**config.mk**
```make
export PLATFORM = sky130hd
export DESIGN_NAME = banked_rom_slot
export DESIGN_NICKNAME = d
export VERILOG_FILES = /design/src/rtl/brs_pkg.sv /design/src/rtl/brs_decode.sv /design/src/rtl/brs_sync.sv /design/src/rtl/brs_rdmux.sv /design/src/rtl/banked_rom_slot.sv
export SDC_FILE = /design/constraint.sdc
export NUM_CORES = 1
export LEC_CHECK = 0
export BUFFER_PORTS_ARGS = -buffer_cell sky130_fd_sc_hd__buf_4
export CAP_MARGIN = 10
export CELL_PAD_IN_SITES_DETAIL_PLACEMENT = 1
export CELL_PAD_IN_SITES_GLOBAL_PLACEMENT = 2
export CORE_MARGIN = 4
export CORE_UTILIZATION = 12
export CTS_CLUSTER_DIAMETER = 120
export DETAILED_ROUTE_END_ITERATION = 8
export PLACE_DENSITY_LB_ADDON = 0.3
export SLEW_MARGIN = 25
export SYNTH_ARGS = -nofsm -noshare
export SYNTH_HDL_FRONTEND = slang
export SYNTH_SLANG_ARGS = --single-unit
```
**constraint.sdc**
```tcl
create_clock -name clk -period 2.1 [get_ports clk]
set_input_delay 0 -clock clk [delete_from_list [all_inputs] [get_ports clk]]
set_output_delay 0 -clock clk [all_outputs]
set_load 0.02 [all_outputs]
```
**src/rtl/brs_pkg.sv**
```systemverilog
package brs_pkg;
  localparam int ADDR_W = 16;
  localparam int DATA_W = 8;
  localparam int WIN_W  = 13;
  localparam int PAGE_W = 4;
  localparam int IO_W   = 4;

  localparam logic [ADDR_W-1:0] ROM_BASE  = 16'h4000;
  localparam logic [ADDR_W-1:0] SRAM_BASE = 16'h6000;
  localparam logic [ADDR_W-1:0] IO_BASE   = 16'h7FC0;
  localparam logic [WIN_W-1:0]  SEL_LOC   = 13'h1FC4;

  localparam logic [IO_W-1:0] OFF_UDATA = 4'd0;
  localparam logic [IO_W-1:0] OFF_UCMD  = 4'd1;
  localparam logic [IO_W-1:0] OFF_SEL   = 4'd4;
  localparam logic [IO_W-1:0] OFF_SW    = 4'd6;

  localparam logic [DATA_W-1:0] OPEN_BUS  = 8'hFF;
  localparam logic [DATA_W-1:0] SW_ACTIVE = 8'hFB;

  typedef enum logic [1:0] {RG_NONE, RG_ROM, RG_SRAM, RG_IO} region_e;
endpackage

```
**src/rtl/brs_decode.sv**
```systemverilog
module brs_decode
  import brs_pkg::*;
(
  input  logic [ADDR_W-1:0] addr,
  output region_e           region,
  output logic [IO_W-1:0]   io_off
);
  // The I/O area lies inside the SRAM window and is tested first.
  always_comb begin
    io_off = addr[IO_W-1:0];
    if (addr[ADDR_W-1:IO_W] == IO_BASE[ADDR_W-1:IO_W])
      region = RG_IO;
    else if (addr[ADDR_W-1:WIN_W] == ROM_BASE[ADDR_W-1:WIN_W])
      region = RG_ROM;
    else if (addr[ADDR_W-1:WIN_W] == SRAM_BASE[ADDR_W-1:WIN_W])
      region = RG_SRAM;
    else
      region = RG_NONE;
  end
endmodule

```
**src/rtl/brs_sync.sv**
```systemverilog
module brs_sync #(
  parameter int STAGES = 2
) (
  input  logic clk,
  input  logic rst_n,
  input  logic d,
  output logic q
);
  logic [STAGES-1:0] chain;

  generate
    if (STAGES == 1) begin : g_single
      always_ff @(posedge clk or negedge rst_n)
        if (!rst_n) chain <= '0;
        else        chain <= d;
    end else begin : g_multi
      always_ff @(posedge clk or negedge rst_n)
        if (!rst_n) chain <= '0;
        else        chain <= {chain[STAGES-2:0], d};
    end
  endgenerate

  assign q = chain[STAGES-1];
endmodule

```
**src/rtl/brs_rdmux.sv**
```systemverilog
module brs_rdmux
  import brs_pkg::*;
(
  input  region_e           region,
  input  logic [IO_W-1:0]   io_off,
  input  logic              bus_rd,
  input  logic [DATA_W-1:0] rom_rdata,
  input  logic [DATA_W-1:0] sram_rdata,
  input  logic              sw_on,
  output logic [DATA_W-1:0] rdata
);
  always_comb begin
    rdata = OPEN_BUS;
    if (bus_rd) begin
      case (region)
        RG_ROM:  rdata = rom_rdata;
        RG_SRAM: rdata = sram_rdata;
        RG_IO: begin
          if (io_off == OFF_SEL)
            rdata = sram_rdata;
          else if (io_off == OFF_SW)
            rdata = sw_on ? SW_ACTIVE : OPEN_BUS;
        end
        default: rdata = OPEN_BUS;
      endcase
    end
  end
endmodule

```
**src/rtl/banked_rom_slot.sv**
```systemverilog
module banked_rom_slot
  import brs_pkg::*;
#(
  parameter int SYNC_STAGES = 2,
  localparam int ROM_AW = PAGE_W + WIN_W
) (
  input  logic              clk,
  input  logic              rst_n,
  input  logic [ADDR_W-1:0] bus_addr,
  input  logic              bus_rd,
  input  logic              bus_wr,
  input  logic [DATA_W-1:0] bus_wdata,
  output logic [DATA_W-1:0] bus_rdata,
  output logic [ROM_AW-1:0] rom_addr,
  output logic              rom_cs,
  input  logic [DATA_W-1:0] rom_rdata,
  output logic [WIN_W-1:0]  sram_addr,
  output logic              sram_cs,
  output logic              sram_we,
  output logic [DATA_W-1:0] sram_wdata,
  input  logic [DATA_W-1:0] sram_rdata,
  output logic              uart_cs,
  output logic              uart_reg,
  input  logic              fw_switch
);
  region_e         region;
  logic [IO_W-1:0] io_off;
  logic            sw_on;
  logic            access;

  brs_decode u_dec (.addr(bus_addr), .region(region), .io_off(io_off));

  brs_sync #(.STAGES(SYNC_STAGES)) u_sync (
    .clk(clk), .rst_n(rst_n), .d(fw_switch), .q(sw_on)
  );

  brs_rdmux u_mux (
    .region(region), .io_off(io_off), .bus_rd(bus_rd),
    .rom_rdata(rom_rdata), .sram_rdata(sram_rdata),
    .sw_on(sw_on), .rdata(bus_rdata)
  );

  assign access = bus_rd | bus_wr;

  // In the ROM window the single SRAM port is pointed at the selector
  // byte, and its low nibble becomes the page in the same cycle.
  always_comb begin
    rom_cs    = 1'b0;
    sram_cs   = 1'b0;
    sram_we   = 1'b0;
    uart_cs   = 1'b0;
    sram_addr = bus_addr[WIN_W-1:0];
    case (region)
      RG_ROM: begin
        sram_addr = SEL_LOC;
        rom_cs    = bus_rd;
        sram_cs   = bus_rd;
      end
      RG_SRAM: begin
        sram_cs = access;
        sram_we = bus_wr;
      end
      RG_IO: begin
        if (io_off == OFF_SEL) begin
          sram_cs = access;
          sram_we = bus_wr;
        end else if (io_off == OFF_UDATA || io_off == OFF_UCMD) begin
          uart_cs = access;
        end
      end
      default: ;
    endcase
  end

  assign rom_addr   = {sram_rdata[PAGE_W-1:0], bus_addr[WIN_W-1:0]};
  assign sram_wdata = bus_wdata;
  assign uart_reg   = bus_addr[0];
endmodule

```
; After elaboration in Yosys (flattened, before gate mapping)
; Cells that the tools add are included.
[totals]
regBits = 2
latch_bits = 0
mem_bits_rw = 0
romBits = 0
inputBits = 45
output_inout_bits = 51
wordCells = 30
memories = 0
[op_classes]
addsub = 0
mul = 0
n_div = 0
magnitude_cmp = 0
n_eq_ne = 9
n_shift = 0
muxes = 17
bitwise_logic = 1
reduce_logical = 2
[op_table]
columns = operator, count
row1 = $mux 8, 3
row2 = $pmux 8 s3, 1
row3 = $mux 13, 1
row4 = $eq 12x11->1 const B, 1
row5 = $eq 4x3->1 const B, 2
row6 = $eq 3x2->1 const B, 2
row7 = $mux 1, 6
row8 = $mux 2, 3
row9 = $eq 2x2->1 const B, 2
row10 = $eq 4x1->1 const B, 1
row11 = $logic_not 4->1, 1
row12 = $mux 3, 1
row13 = $pmux 1 s3, 1
row14 = $eq 2x1->1 const B, 1
row15 = $pmux 1 s2, 1
row16 = $logic_or 1x1->1, 1
row17 = $or 1x1->1, 1

; Longest topological paths before layout
[logic_depth]
word_depth = 7
mapped_depth = 4

; By module
; From an unflattened synthesis, not the netlist that was laid out.
[unflattened]
hier_cells = 103
hier_area_um2 = 728.2
[modules_own_cells]
columns = mod, n_inst, cells_each, area_per_inst_um2
row1 = banked_rom_slot, 1, 51, 355.3
row2 = brs_rdmux, 1, 39, 246.5
row3 = brs_decode, 1, 11, 76.3
row4 = brs_sync, 1, 2, 50.0

; Least setup slack after synthesis
; OpenSTA, ideal clock, no wires.
[synth_path]
path_kind = input -> output
startpoint = input bus_addr[6]
endpoint = output uart_cs
arrival_ps = 1098
path_slack_ps = 1002
cell_stages = 4
cell_sequence = nand4_1 > nor4_4 > nand2_1 > nor3_1
[synth_between]
elab_chain_cells = 4
[synth_rtl]
columns = item, line_no
row1 = from (decl), banked_rom_slot.sv:9  ; input logic [ADDR_W-1:0] bus_addr,
row2 = $eq 12x11->1, brs_decode.sv:11  ; if (addr[ADDR_W-1:IO_W] == IO_BASE[ADDR_W-1:IO_W])
row3 = $mux 2, brs_decode.sv:11
row4 = $eq 2x2->1, banked_rom_slot.sv:53  ; case (region)
row5 = $mux 1, banked_rom_slot.sv:53
row6 = to (decl), banked_rom_slot.sv:22  ; output logic uart_cs,
; No other way between the ends.

; Worst setup path after layout
[layout_path]
startpoint = register u_sync.chain[1]
endpoint = output bus_rdata[2]
[layout_between]
elab_chain_cells = 5
[layout_rtl]
columns = item, line_no
row1 = from (decl), brs_sync.sv:9  ; logic [STAGES-1:0] chain;
row2 = from (signal assigned), brs_sync.sv:19  ; else chain <= {chain[STAGES-2:0], d};
row3 = $mux 3, brs_rdmux.sv:22  ; rdata = sw_on ? SW_ACTIVE : OPEN_BUS;
row4 = $mux 8, brs_rdmux.sv:21  ; else if (io_off == OFF_SW)
row5 = $mux 8, brs_rdmux.sv:19  ; if (io_off == OFF_SEL)
row6 = $pmux 8 s3, brs_rdmux.sv:15  ; case (region)
row7 = $mux 8, brs_rdmux.sv:14  ; if (bus_rd) begin
row8 = to (decl), banked_rom_slot.sv:13  ; output logic [DATA_W-1:0] bus_rdata,
; No other way between the ends.

==> impl_metrics.yaml <==
run_status:
  outcome: "complete, no violations"
synthesis:
  synthArstFlopShare_pct: 100.0
  xor_xnor_share_of_the_synthesized_area_pct: 0
  synth_top_area_share_pct: 31.77
  post_synth_main_area_contributors: "sky130_fd_sc_hd__buf_4 (32%), sky130_fd_sc_hd__mux2i_1 (11%), sky130_fd_sc_hd__dfrtp_1 (8.1%), sky130_fd_sc_hd__or2_2 (8.1%), sky130_fd_sc_hd__nor2b_1 (7.1%)"
  synth_cells: 81
  synth_simple_gate_area_share_pct: 36.25
  synth_edf_count: 0
  synth.most_common_cell: "sky130_fd_sc_hd__buf_4"
  synth_area_um2: 614.3
  synth.net_count: 126
  syn_area_per_cell_um2: 7.584
  post_synth_mux_area_share_pct: 11.41
  postSynthRegisterBits: 2
  synthesized_area_fraction_occupied_by_adder_cells_pct: 0
  ys_warn_count: 0
  synth_top_family_by_area: "simple AND/OR/NAND/NOR gates"
  synth_compound_gate_area_share_pct: 10.18
  synth_common_cells: "sky130_fd_sc_hd__buf_4 (26), sky130_fd_sc_hd__nand2_1 (10), sky130_fd_sc_hd__or2_2 (8), sky130_fd_sc_hd__mux2i_1 (7), sky130_fd_sc_hd__nor2b_1 (7)"
  synth.yosys.seq_area_share_pct: 8.147
  synth.largest_area_cell: "sky130_fd_sc_hd__buf_4"
  yosysUniqueCellTypes: 23
  ys.flop_type: "sky130_fd_sc_hd__dfrtp_1"
worst_setup_path:
  rr_worst_depth: 0
  cp.depth: 5
  setup.reg_to_reg.worst_slack_ns: 1.65
  worst_path_buffer_plus_inverter_count: 1
  path_cells: "or2b_1, nand3_1, a311o_1, a31o_1, buf_4"
  max_stage_delay_ns: 0.35
  critical_path_class: "reg -> out"
  crit_arrival_ns: 1.37
  critPathRequiredTime_ns: 2.10
  crit_path_end_kind: "output pin"
  critical-path-top-delay-family: "compound AO/OA/AOI/OAI gates"
  critPathLaunchType: "flip-flop"
  critical_path.slowest_cell: "sky130_fd_sc_hd__a311o_1"
  critical_path.max_fanout: 1
clocking:
  clock_tree.htree_level_count: 1
  cts_max_path_buffers: 2
  post_cts_resize_count: 0
  clock_latency_reported_for_the_late_side_of_the_worst_skew_pair_ns: 0.21
  cts.repair_timing.setup_buffer_count: 0
  count_of_hold_fix_buffers_inserted_at_cts: 2
  cts.sink_count: 2
  clk_pin_slew_ns: 0.03
  numCtsBuffers: 3
  clockRootBuffer: "sky130_fd_sc_hd__clkbuf_8"
  tritoncts_clock_tree: "yes"
placement:
  port_buffers: 79
  dpl_worst_slack_ns: 0.8355
  gpl.final_weighted_congestion: 0.6273
  hpwlAfterDp_um: 2309
global_routing:
  groute.usage.overall_pct: 7.535
  first_global_vias: 827
  largest_net_degree_at_the_start_of_global_routing: 18
  total_overflow_reported_by_the_global_router: 0
  global_route_wire_length_before_repair_um: 3836
  initial_antenna_violation_count: 0
run:
  drv_cap: 0
floorplan:
  die-width_um: 79.55
  placeableCoreArea_mm2: 0.004848
  design.die.area_mm2: 0.006328
  die_span_in_y_um: 79.55
  initial_core_util_pct: 12.67
  row_count: 25
  floorplan.io_pins: 96
timing:
  finalSetupViolations: 0
  worst_hold_slack_ns: 0.000008821
  setup_total_negative_slack_ns: 0
  rsz0062_at_grt: "false"
  tightestPinTransition_ns: 0.4050
  finalCritPeriodShare_pct: 65.27
  final.min_clock_period_ns: 1.371
  layout_setup_ws_ns: 0.7293
  report.final.slew_viol_count: 0
  slew_headroom_pct: 72.80
  timing.final.hold_violations: 0
  skew_ns: 0.002261
  fmax_ghz: 0.7296
final_layout:
  fillerInstances: 598
  max_flop_register: "u_sync.chain"
  largest_register_ffs: 2
  area.sequential_um2: 50.05
  area.growth.synth_to_final_pct: 86.15
  reg.largest.list: "u_sync.chain (2)"
  multi_input_comb_area_um2: 355.3
  finish.net_count: 183
  layout-drive-gt1-share_pct: 68.38
  n_antenna_cell: 0
pwr:
  power.density_cell_area_mw_per_mm2: 369.7
  ir_worst_vdd_uv: 360.5
  cellLeakagePower_nw: 0.5675
detailed_routing:
  iter_0_drt_violations: 7
  postRouteAntennaNets: 0
  viasPerCell: 3.700
  drt_drc_violations_left: 0
  detail_route.wl_per_cell_um: 12.89
  drt_pass1_iterations: 2
  totalWireLength_um: 2617
  routed-via-count: 751
min_path:
  min-delay-path-class: "in -> out"
  timing.hold.worst_path_depth: 0
## area by class of cell
type | count | share of cell area (%)
timing repair buffer | 81 | 53.61
clock buffer | 3 | 3.610
sequential | 2 | 4.376
multi-input combinational | 50 | 31.07
tap | 67 | 7.330
## placed cells by master, fill, tap and decap left out, drive strengths merged, types with 2 or more instances in the layout
cell type    instances
dfrtp                2
dlygate4sd3          2
buf                 79
nor2b                7
nand2               10
clkbuf               3
nand3                2
nor2                 3
a31oi                2
or2                  8
mux2i                7
## metrics by stage
stage / cells / instance area, µm² / power, mW / util (%)
2_1_floorplan: 81 / 614.3 / 0.1898 / -
4_1_cts: 203 / 1144 / 0.4327 / 23.59
5_1_grt: 203 / 1144 / 0.4550 / 23.59
3_3_place_gp: 198 / 1082 / 0.2736 / 22.32
3_5_place_dp: 198 / 1082 / 0.2771 / 22.32
6_report: 203 / 1144 / 0.4228 / 23.59
## metal layers
metal / up-vias / track usage, % / part of all wire [%]
met3: 2 / 4.063 / 15
met5: - / 0 / 0
met1: 347 / 6.334 / 30
li1: 355 / - / -
met4: 0 / 0.1718 / 0.15
met2: 47 / 15.86 / 55
## logic make-up (layout without fill, tap and decap cells)
kind of cell | after synthesis | after routing
multiplexers | 7 | 7
flip-flops | 2 | 2
buffers and inverters | 29 | 84
AND/OR/NAND/NOR | 37 | 37
AO/OA/AOI/OAI | 6 | 6
## power breakdown
part	leakage, nW	internal (mW)	total [mW]	switching [mW]
Clock	0.0216	0.121	0.147	0.0259
Combinational	0.523	0.118	0.235	0.117
Sequential	0.0233	0.0408	0.0412	0.000389
## path summary, 6_finish.rpt
| kind | from | endpoint |
|---|---|---|
| min reg2reg | u_sync.chain[0]$_DFF_PN0_ | u_sync.chain[1]$_DFF_PN0_ |
| min | bus_wdata[1] | sram_wdata[1] |
| max | u_sync.chain[1]$_DFF_PN0_ | bus_rdata[2] |
| max in group asynchronous | rst_n | u_sync.chain[0]$_DFF_PN0_ |
| min in group asynchronous | rst_n | u_sync.chain[1]$_DFF_PN0_ |
| max reg2reg | u_sync.chain[0]$_DFF_PN0_ | u_sync.chain[1]$_DFF_PN0_ |
Power figures use the tool's default switching activity.
